==> config.mk <==
export PLATFORM = sky130hd
export DESIGN_NAME = flash_cmd_decoder
export DESIGN_NICKNAME = d
export VERILOG_FILES = /design/src/rtl/fcd_pkg.sv /design/src/rtl/fcd_bus_match.sv /design/src/rtl/fcd_seq_fsm.sv /design/src/rtl/fcd_guard.sv /design/src/rtl/flash_cmd_decoder.sv
export SDC_FILE = /design/constraint.sdc
export NUM_CORES = 1
export LEC_CHECK = 0
export BUFFER_PORTS_ARGS = -buffer_cell sky130_fd_sc_hd__buf_2
export CORE_AREA = 4 4 95 97
export DETAILED_ROUTE_END_ITERATION = 8
export DIE_AREA = 0 0 99 101
export GPL_TIMING_DRIVEN = 1
export PLACE_DENSITY = 0.6
export SLEW_MARGIN = 40
export SYNTH_ARGS = -nofsm -noshare
export SYNTH_HDL_FRONTEND = slang
export SYNTH_SLANG_ARGS = --single-unit
==> constraint.sdc <==
create_clock -name clk -period 2.9 [get_ports clk]
set_clock_uncertainty 0.2 [all_clocks]
set_input_delay 0.145 -clock clk [delete_from_list [all_inputs] [get_ports clk]]
set_output_delay 0.145 -clock clk [all_outputs]
set_load 0.01 [all_outputs]
==> src/rtl/fcd_pkg.sv <==
package fcd_pkg;

  // Compared width of command addresses
  localparam int unsigned CMD_AW = 11;

  localparam logic [7:0] C_KEY1   = 8'hAA;
  localparam logic [7:0] C_KEY2   = 8'h55;
  localparam logic [7:0] C_PROG   = 8'hA0;
  localparam logic [7:0] C_ERPRE  = 8'h80;
  localparam logic [7:0] C_IDENT  = 8'h90;
  localparam logic [7:0] C_QUERY  = 8'h98;
  localparam logic [7:0] C_SECID  = 8'h88;
  localparam logic [7:0] C_SPROG  = 8'hA5;
  localparam logic [7:0] C_SLOCK  = 8'h85;
  localparam logic [7:0] C_EXIT   = 8'hF0;
  localparam logic [7:0] C_CHIP   = 8'h10;
  localparam logic [7:0] C_SECT   = 8'h50;
  localparam logic [7:0] C_BLK    = 8'h30;
  localparam logic [7:0] C_SUSP   = 8'hB0;
  localparam logic [7:0] C_RESUME = 8'h30;

  localparam logic [CMD_AW-1:0] A_KEY1   = 11'h555;
  localparam logic [CMD_AW-1:0] A_KEY2   = 11'h2AA;
  localparam logic [CMD_AW-1:0] A_QSHORT = 11'h055;

  typedef enum logic [3:0] {
    ST_IDLE, ST_K1, ST_K2, ST_WORD, ST_E0, ST_E1, ST_E2, ST_SWORD, ST_SLOCK
  } seq_st_e;

  // Order fixes the pulse bit order: request n drives pulse bit n-1
  typedef enum logic [3:0] {
    RQ_NONE, RQ_PROG, RQ_SECT, RQ_BLK, RQ_CHIP,
    RQ_SPROG, RQ_SLOCK, RQ_SUSP, RQ_RESUME
  } req_e;

  typedef enum logic [1:0] {MD_READ, MD_IDENT, MD_QUERY, MD_SECID} mode_e;

  typedef struct packed {
    logic       key1;
    logic       key2;
    logic       qshort;
    logic [7:0] code;
  } bus_hit_t;

  // True when addr falls in the boot window of 2^bw words at the top or bottom
  function automatic logic in_boot(input logic [31:0] addr, input int aw,
                                   input int bw, input bit top);
    logic [31:0] hi;
    logic [31:0] lim;
    hi  = (addr & ((32'd1 << aw) - 32'd1)) >> bw;
    lim = (32'd1 << (aw - bw)) - 32'd1;
    return top ? (hi == lim) : (hi == 32'd0);
  endfunction

  function automatic logic is_guarded(input req_e r);
    return (r == RQ_PROG) || (r == RQ_SECT) || (r == RQ_BLK);
  endfunction

  function automatic logic carries_target(input req_e r);
    return (r == RQ_PROG) || (r == RQ_SECT) || (r == RQ_BLK) ||
           (r == RQ_CHIP) || (r == RQ_SPROG) || (r == RQ_SLOCK);
  endfunction

endpackage

==> src/rtl/fcd_bus_match.sv <==
module fcd_bus_match
  import fcd_pkg::*;
#(
  parameter int unsigned AW = 19,
  parameter int unsigned DW = 16
) (
  input  logic [AW-1:0] addr,
  input  logic [DW-1:0] data,
  output bus_hit_t      hit
);
  logic [CMD_AW-1:0] low_addr;
  assign low_addr   = addr[CMD_AW-1:0];
  assign hit.key1   = (low_addr == A_KEY1);
  assign hit.key2   = (low_addr == A_KEY2);
  assign hit.qshort = (low_addr == A_QSHORT);
  assign hit.code   = data[7:0];
endmodule

==> src/rtl/fcd_seq_fsm.sv <==
module fcd_seq_fsm
  import fcd_pkg::*;
(
  input  logic     clk,
  input  logic     rst_n,
  input  logic     wr_valid,
  input  logic     busy,
  input  bus_hit_t hit,
  output req_e     req,
  output mode_e    mode,
  output logic     seq_abort
);
  seq_st_e st_q, st_d;
  mode_e   md_q, md_d;

  always_comb begin
    st_d      = st_q;
    md_d      = md_q;
    req       = RQ_NONE;
    seq_abort = 1'b0;
    if (wr_valid) begin
      if (busy) begin
        if (st_q == ST_IDLE && hit.code == C_SUSP) req = RQ_SUSP;
      end else begin
        case (st_q)
          ST_IDLE: begin
            if (hit.key1 && hit.code == C_KEY1)          st_d = ST_K1;
            else if (hit.qshort && hit.code == C_QUERY)  md_d = MD_QUERY;
            else if (hit.code == C_EXIT)                 md_d = MD_READ;
            else if (hit.code == C_RESUME)               req  = RQ_RESUME;
          end
          ST_K1: begin
            if (hit.key2 && hit.code == C_KEY2) st_d = ST_K2;
            else                                seq_abort = 1'b1;
          end
          ST_K2: begin
            st_d = ST_IDLE;
            if (!hit.key1) seq_abort = 1'b1;
            else begin
              case (hit.code)
                C_PROG:  st_d = ST_WORD;
                C_ERPRE: st_d = ST_E0;
                C_IDENT: md_d = MD_IDENT;
                C_QUERY: md_d = MD_QUERY;
                C_SECID: md_d = MD_SECID;
                C_SPROG: st_d = ST_SWORD;
                C_SLOCK: st_d = ST_SLOCK;
                C_EXIT:  md_d = MD_READ;
                default: seq_abort = 1'b1;
              endcase
            end
          end
          ST_WORD: begin
            req  = RQ_PROG;
            st_d = ST_IDLE;
          end
          ST_E0: begin
            if (hit.key1 && hit.code == C_KEY1) st_d = ST_E1;
            else                                seq_abort = 1'b1;
          end
          ST_E1: begin
            if (hit.key2 && hit.code == C_KEY2) st_d = ST_E2;
            else                                seq_abort = 1'b1;
          end
          ST_E2: begin
            st_d = ST_IDLE;
            if (hit.key1 && hit.code == C_CHIP) req = RQ_CHIP;
            else if (hit.code == C_SECT)        req = RQ_SECT;
            else if (hit.code == C_BLK)         req = RQ_BLK;
            else                                seq_abort = 1'b1;
          end
          ST_SWORD: begin
            req  = RQ_SPROG;
            st_d = ST_IDLE;
          end
          ST_SLOCK: begin
            req  = RQ_SLOCK;
            st_d = ST_IDLE;
          end
          default: st_d = ST_IDLE;
        endcase
        if (seq_abort) begin
          st_d = ST_IDLE;
          md_d = MD_READ;
        end
      end
    end
  end

  always_ff @(posedge clk or negedge rst_n) begin
    if (!rst_n) begin
      st_q <= ST_IDLE;
      md_q <= MD_READ;
    end else begin
      st_q <= st_d;
      md_q <= md_d;
    end
  end

  assign mode = md_q;
endmodule

==> src/rtl/fcd_guard.sv <==
module fcd_guard
  import fcd_pkg::*;
#(
  parameter int unsigned AW       = 19,
  parameter int unsigned BOOT_W   = 13,
  parameter bit          BOOT_TOP = 1'b1
) (
  input  req_e          req,
  input  logic [AW-1:0] addr,
  input  logic          wp_n,
  output logic          allow
);
  logic boot_hit;
  assign boot_hit = in_boot(32'(addr), AW, BOOT_W, BOOT_TOP);
  assign allow    = wp_n || !((req == RQ_CHIP) || (is_guarded(req) && boot_hit));
endmodule

==> src/rtl/flash_cmd_decoder.sv <==
module flash_cmd_decoder
  import fcd_pkg::*;
#(
  parameter int unsigned AW       = 19,
  parameter int unsigned DW       = 16,
  parameter int unsigned BOOT_W   = 13,
  parameter bit          BOOT_TOP = 1'b1
) (
  input  logic          clk,
  input  logic          rst_n,
  input  logic          wr_valid,
  input  logic [AW-1:0] wr_addr,
  input  logic [DW-1:0] wr_data,
  input  logic          busy,
  input  logic          wp_n,
  output logic          start_prog,
  output logic          start_sect_erase,
  output logic          start_blk_erase,
  output logic          start_chip_erase,
  output logic          start_sid_prog,
  output logic          start_sid_lock,
  output logic          erase_susp,
  output logic          erase_resume,
  output logic          mode_ident,
  output logic          mode_query,
  output logic          mode_secid,
  output logic [AW-1:0] tgt_addr,
  output logic [DW-1:0] tgt_data
);
  localparam int unsigned NPULSE = 8;

  bus_hit_t          hit;
  req_e              req;
  mode_e             mode;
  logic              seq_abort;
  logic              allow;
  logic              cmd_dropped;
  logic              take_target;
  logic [NPULSE-1:0] pulse_q;

  fcd_bus_match #(.AW(AW), .DW(DW)) match_i (
    .addr (wr_addr),
    .data (wr_data),
    .hit  (hit)
  );

  fcd_seq_fsm fsm_i (
    .clk       (clk),
    .rst_n     (rst_n),
    .wr_valid  (wr_valid),
    .busy      (busy),
    .hit       (hit),
    .req       (req),
    .mode      (mode),
    .seq_abort (seq_abort)
  );

  fcd_guard #(.AW(AW), .BOOT_W(BOOT_W), .BOOT_TOP(BOOT_TOP)) guard_i (
    .req   (req),
    .addr  (wr_addr),
    .wp_n  (wp_n),
    .allow (allow)
  );

  assign cmd_dropped = (req != RQ_NONE) && !allow;
  assign take_target = carries_target(req) && allow;

  for (genvar gi = 0; gi < NPULSE; gi++) begin : g_pulse
    always_ff @(posedge clk or negedge rst_n) begin
      if (!rst_n) pulse_q[gi] <= 1'b0;
      else        pulse_q[gi] <= (req == req_e'(4'(gi + 1))) && allow;
    end
  end

  always_ff @(posedge clk or negedge rst_n) begin
    if (!rst_n) begin
      tgt_addr <= '0;
      tgt_data <= '0;
    end else if (take_target) begin
      tgt_addr <= wr_addr;
      tgt_data <= wr_data;
    end
  end

  assign start_prog       = pulse_q[0];
  assign start_sect_erase = pulse_q[1];
  assign start_blk_erase  = pulse_q[2];
  assign start_chip_erase = pulse_q[3];
  assign start_sid_prog   = pulse_q[4];
  assign start_sid_lock   = pulse_q[5];
  assign erase_susp       = pulse_q[6];
  assign erase_resume     = pulse_q[7];

  assign mode_ident = (mode == MD_IDENT);
  assign mode_query = (mode == MD_QUERY);
  assign mode_secid = (mode == MD_SECID);
endmodule

* Word level (Yosys, flattened, before mapping)
Cells that the tools add are included.
** Operators by class
- Equality and inequality tests :: 45
- Mux-type cells :: 36
- Bitwise logic cells :: 1
- Reduce and logical (&&, ||, !) cells :: 29
** Operators by type and width (number)
- 8-bit equality test (second input constant) :: 10
- 4-bit 2-to-1 mux :: 14
- 4-bit case mux with 5 select lines :: 2
- 4-bit by 3-bit equality test with 1-bit output (second input constant) :: 8
- 4-bit by 2-bit equality test with 1-bit output (second input constant) :: 4
- 8-bit by 7-bit equality test with 1-bit output (second input constant) :: 2
- 4-bit case mux with 4 select lines :: 1
- 1-bit logical AND :: 15
- 2-bit 2-to-1 mux :: 6
- 3-bit by 1-bit inequality test with 1-bit output (second input constant) :: 4
- 11-bit by 10-bit equality test with 1-bit output (second input constant) :: 1
- 11-bit equality test (second input constant) :: 1
- 11-bit by 7-bit equality test with 1-bit output (second input constant) :: 1
- 1-bit 2-to-1 mux :: 9
- 4-bit by 1-bit equality test with 1-bit output (second input constant) :: 2
- 4-bit equality test (second input constant) :: 2
- 8-bit by 5-bit equality test with 1-bit output (second input constant) :: 1
- 8-bit by 6-bit equality test with 1-bit output (second input constant) :: 1
- 2-bit case mux with 4 select lines :: 1
- 8-bit OR reduction :: 1
- 1-bit logical OR :: 7
- 7-bit AND reduction :: 1
- 6-bit equality test (second input constant) :: 1
- 3-bit inequality test (second input constant) :: 2
- 13 further kinds :: 14
** Word-level totals
- Flip-flop bits (word level) :: 49
- Bits of input ports :: 40
- Output and inout bits :: 46
- Logic and storage cells :: 123

* Depth between registers and ports, before layout
- Depth in word-level cells :: 16
- Mapped depth :: 8
- Mapped depth without buffers :: 6

* Cells and area by module
A second synthesis with hierarchy kept.
** Unflattened totals
- Cell total of the unflattened synthesis :: 365
- Area, all modules :: 3559.7 um2
** By module, submodules not included
- flash_cmd_decoder :: times used 1, cells each 234, area each 2582.5 um2, seq. area each 1076.0 um2
- fcd_seq_fsm :: times used 1, cells each 107, area each 800.8 um2, seq. area each 150.1 um2
- fcd_bus_match :: times used 1, cells each 18, area each 142.6 um2, seq. area each 0.0 um2
- fcd_guard :: times used 1, cells each 6, area each 33.8 um2, seq. area each 0.0 um2

* Worst setup path after synthesis
No wires, ideal clock.
- Path kind :: reg2reg
- Start point :: register fsm_i.st_q[3]
- End point :: register tgt_data[7]
- Library setup time :: 128 ps
- Arrival :: 2268 ps
- Required time :: 2572 ps
- Slack :: 305 ps
- Stages on the path, launching flop included :: 9
- Buffers on the path :: 2
- Period minus slack after synthesis :: 2595 ps
- Cells stage by stage :: dfrtp_1 -> buf_2 -> and4bb_1 -> inv_1 -> o41ai_2 -> a311oi_1 -> a211oi_4 -> buf_6 -> mux2_1
** On the way
- Longest elaborated chain between the ends :: 13
- Elaborated cells on any way between the ends :: 26
- Those cells by class :: eq/ne: 10; mux: 4; reduce/logical: 12
** Ends and longest elaborated chain
- start: declaration :: RTL line fcd_seq_fsm.sv:13 : seq_st_e st_q, st_d;
- start signal: assignment :: RTL line fcd_seq_fsm.sv:95 : st_q <= st_d;
- branches (longest 3 deep; another with 4-bit case mux with 5 select lines)
- 4-bit 2-to-1 mux * :: RTL line fcd_seq_fsm.sv:22 : if (busy) begin
- 4-bit 2-to-1 mux * :: RTL line fcd_seq_fsm.sv:21 : if (wr_valid) begin
- 4-bit by 1-bit equality test with 1-bit output or 4-bit by 2-bit equality test with 1-bit output (tied branches) :: RTL line fcd_pkg.sv:56, fcd_pkg.sv:60
- 1-bit logical OR (2 in series) :: RTL line fcd_pkg.sv:56, fcd_pkg.sv:60
- 1-bit logical AND :: RTL line fcd_guard.sv:15 : assign allow = wp_n || !((req == RQ_CHIP) || (is_guarded(req) && boot_hit));
- 1-bit logical OR :: RTL line fcd_guard.sv:15
- 1-bit logical NOT :: RTL line fcd_guard.sv:15
- 1-bit logical OR :: RTL line fcd_guard.sv:15
- 1-bit logical AND * :: RTL line flash_cmd_decoder.sv:66 : assign take_target = carries_target(req) && allow;
- end signal: assignment :: RTL line flash_cmd_decoder.sv:81 : tgt_data <= wr_data;
- end: declaration :: RTL line flash_cmd_decoder.sv:28 : output logic [DW-1:0] tgt_data
Every way passes the cells marked *.
A chain may end at the register's enable or synchronous reset.

* Worst setup path in the final report
- Start point :: input wr_data[5]
- End point :: register tgt_addr[15]
** On the way
- Longest elaborated chain between the ends :: 16
- Elaborated cells on any way between the ends :: 38
- Those cells by class :: eq/ne: 13; mux: 11; reduce/logical: 14
** Ends and longest elaborated chain
- start: declaration :: RTL line flash_cmd_decoder.sv:13 : input logic [DW-1:0] wr_data,
- 8-bit by 6-bit equality test with 1-bit output :: RTL line fcd_seq_fsm.sv:30, fcd_seq_fsm.sv:69
- 4-bit 2-to-1 mux :: RTL line fcd_seq_fsm.sv:30 : else if (hit.code == C_RESUME) req = RQ_RESUME;
- 4-bit 2-to-1 mux :: RTL line fcd_seq_fsm.sv:29 : else if (hit.code == C_EXIT) md_d = MD_READ;
- 4-bit 2-to-1 mux :: RTL line fcd_seq_fsm.sv:28 : else if (hit.qshort && hit.code == C_QUERY) md_d = MD_QUERY;
- 4-bit 2-to-1 mux :: RTL line fcd_seq_fsm.sv:27 : if (hit.key1 && hit.code == C_KEY1) st_d = ST_K1;
- 4-bit case mux with 5 select lines :: RTL line fcd_seq_fsm.sv:25 : case (st_q)
- 4-bit 2-to-1 mux * :: RTL line fcd_seq_fsm.sv:22
- 4-bit 2-to-1 mux * :: RTL line fcd_seq_fsm.sv:21
- 4-bit by 1-bit equality test with 1-bit output or 4-bit by 2-bit equality test with 1-bit output (tied branches) :: RTL line fcd_pkg.sv:56, fcd_pkg.sv:60
- 1-bit logical OR (2 in series) :: RTL line fcd_pkg.sv:56, fcd_pkg.sv:60
- 1-bit logical AND :: RTL line fcd_guard.sv:15
- 1-bit logical OR :: RTL line fcd_guard.sv:15
- 1-bit logical NOT :: RTL line fcd_guard.sv:15
- 1-bit logical OR :: RTL line fcd_guard.sv:15
- 1-bit logical AND * :: RTL line flash_cmd_decoder.sv:66
- end signal: assignment :: RTL line flash_cmd_decoder.sv:80 : tgt_addr <= wr_addr;
- end: declaration :: RTL line flash_cmd_decoder.sv:27 : output logic [AW-1:0] tgt_addr,
Mark *: on every way between the ends. The rest lies on a longest branch, timed or not.

==> metrics <==
most frequent cells in the layout=84 x buf_2, 49 x dfrtp_1, 37 x dlygate4sd3_1, 30 x mux2_1, 12 x nand2_1; synthesized area per cell=11.7 sq um; sequential share of the synthesized area=50.8%; post-layout min period=2.67 ns; Worst VDD drop=0.226 mV; worst min path class=in -> reg; Worst-Skew Late Latency=0.30 ns; Core Util, Final=42.5%; Post-Synthesis Cells=206; Yosys reg bits=49; FP Rows=33; number of diodes=0; Root Driver=clkbuf_8; final setup fails=0; per-cell routed wire length=15.3 microns; Tcrit/Tclk final=92.0%; RSZ-0062 raised after global routing=no; Syn Nets=246; highest clock rate=375 MHz; Pwr Density=528 nW/um^2; Die Wd=99 microns; most common cell after layout, fill and taps aside=buf_2; area grow syn2layout=43.2%; number of distinct library cells after synthesis=46; Max-Cap Viols=0; initial core utilization=29.7%; GP Congestion=0.850; number of global-route vias before repair=2247; CTS Buf Count=5; DRT Pass-1 Iters=4; clk sink count=49; I/O Buffers=85; vias per std cell=5.00; Die Y=101 microns; nature of the critical path startpoint=input pin; Bufs and invs on worst path=3; Max FO, Critical Path=26; antenna violations before repair=0; status=finished, final reports clean; fin nets=371; WL final=6700 microns; max-slew violations=0; ys flop type=dfrtp_1; Final ANT Viol Nets=0; DRC Markers=0; setup ws final=0.232 ns; asr flop ratio synth=100%; Static Leakage=1.53 nW; Boundary Pins=86; Ys Warns=0; Pwr Total=1.83 mW; Overflow after GRT=0; first-pass GRT wire length=11300 microns; setup TNS=0 ns; CP endpoint kind=flip-flop; via count=2183; Hold Violations, Final=0; Fill cells=771; hpwl dp=4750 microns; critical path's slowest cell=dlygate4sd3_1; placeable core region=8130 sq um; drt initial violations=203; CTS tree=done; crit-path cells=dlygate4sd3_1 -> buf_2 -> nor3b_2 -> nand2_1 -> o21ai_1 -> a311oi_1 -> a211oi_4 -> buf_12 -> mux2_2; largest net degree at the start of global routing=33; Setup Crit Path Kind=in -> reg; critical path data arrival time=2.66 ns; Post-synth EDFFs=0; H-tree Lvls=2; cell area after synthesis=2410 sq um; Clock transition at path regs=0.10 ns; Slew @ Worst Pin=0.683 ns; crit-path max cell delay=0.54 ns; Worst path top cell family by delay=buffers and inverters; critical path required time=2.89 ns; fraction of layout cells with a size suffix above 1=33.7%; pre-CTS setup slack=0.259 ns; CTS max path bufs=2; Slew Limit Headroom=54.3%; die area=10000 sq um; Total Routing Usage GR=13.8%
## worst paths after layout
path	from	end	slack [ns]	cells after the start
max	wr_data[5]	tgt_addr[15]	0.23	9
min	wr_data[7]	tgt_data[7]	0.08	2
max reg2reg	fsm_i.st_q[0]	tgt_addr[15]	0.27	7
min reg2reg	tgt_data[12]	tgt_data[12]	0.29	1
max in group asynchronous	rst_n	tgt_addr[17]	1.80	3
min in group asynchronous	rst_n	fsm_i.mode[1]	0.12	2
## logic make-up (layout without fill, tap and decap cells)
| group | count (synthesis) | count (layout) | share of synthesized area, % |
|---|---|---|---|
| buf+inv | 16 | 142 | 3.68 |
| compound gates | 31 | 31 | 10.0 |
| mux | 35 | 35 | 16.3 |
| xor+xnor | 2 | 2 | 0.726 |
| flops | 49 | 49 | 50.8 |
| simple gates | 73 | 73 | 18.5 |
## repair_timing
item                       CTS  global route
hold endpoints to repair    68             0
gates resized for setup      0             4
hold buffers                37             0
setup endpoints to repair    0            35
buffers inserted             0             1
## sequential cells by signal, summed over array words and instances, names as in the netlist
register          count
start_chip_erase      1
fsm_i.st_q            4
start_sect_erase      1
tgt_data             16
fsm_i.mode            2
erase_resume          1
erase_susp            1
start_prog            1
start_sid_lock        1
start_blk_erase       1
start_sid_prog        1
tgt_addr             19
## where the power goes
group	switching [mW]	total, mW	internal [mW]
sequential	0.0672	0.860	0.793
combinational	0.274	0.533	0.258
clock	0.257	0.433	0.176
## cell type report
| type | instances | area (sq um) | share of cell area (%) |
|---|---|---|---|
| Inverter | 6 | 22.5 | 0.652 |
| Multi-Input combinational cell | 141 | 1120 | 32.5 |
| Timing Repair Buffer | 128 | 856 | 24.8 |
| Tap cell | 105 | 131 | 3.80 |
| Clock inverter | 3 | 26.3 | 0.760 |
| Sequential cell | 49 | 1230 | 35.5 |
| Clock buffer | 5 | 68.8 | 1.99 |
## cell usage after synthesis, types with 5 or more instances
cell type  number  area share, %
buf_2           5            1.0
dfrtp_1        49             51
inv_1           6           0.93
mux2_1         30             14
mux2_2          5            2.3
nand2_1        12            1.9
nand3_1         7            1.5
nand4b_1        5            1.8
nor2_1          7            1.1
nor3_1          9            1.9
nor3b_1         5            1.6
## metrics by stage
stage | area (sq um) | cells | hold WS, ns
3_5_place_dp | 2950 | 391 | 0.0656
4_1_cts | 3420 | 436 | 0.0446
5_1_grt | 3460 | 437 | 0.0982
2_1_floorplan | 2410 | 206 | -0.351
6_report | 3460 | 437 | 0.0813
3_3_place_gp | 2950 | 391 | 0.0528
## worst register-to-register path, delay by kind of cell, from the launching register on
family,cells,cell delay (ns)
compound gates,3,0.80
flops,1,0.49
mux,1,0.36
simple gates,1,0.34
buf+inv,2,0.31
## layer usage
| layer | GRT usage [%] | share of wire, % | wire length [microns] | vias to the layer above |
|---|---|---|---|---|
| met1 | 17.3 | 41 | 2750 | 1044 |
| met3 | 3.53 | 7.7 | 514 | 6 |
| met5 | 0 | 0 | 0 | - |
| li1 | - | - | - | 1023 |
| met2 | 23.3 | 50 | 3360 | 110 |
| met4 | 4.62 | 1.1 | 72 | 0 |
Note: power is estimated with default switching activity, not from simulation.
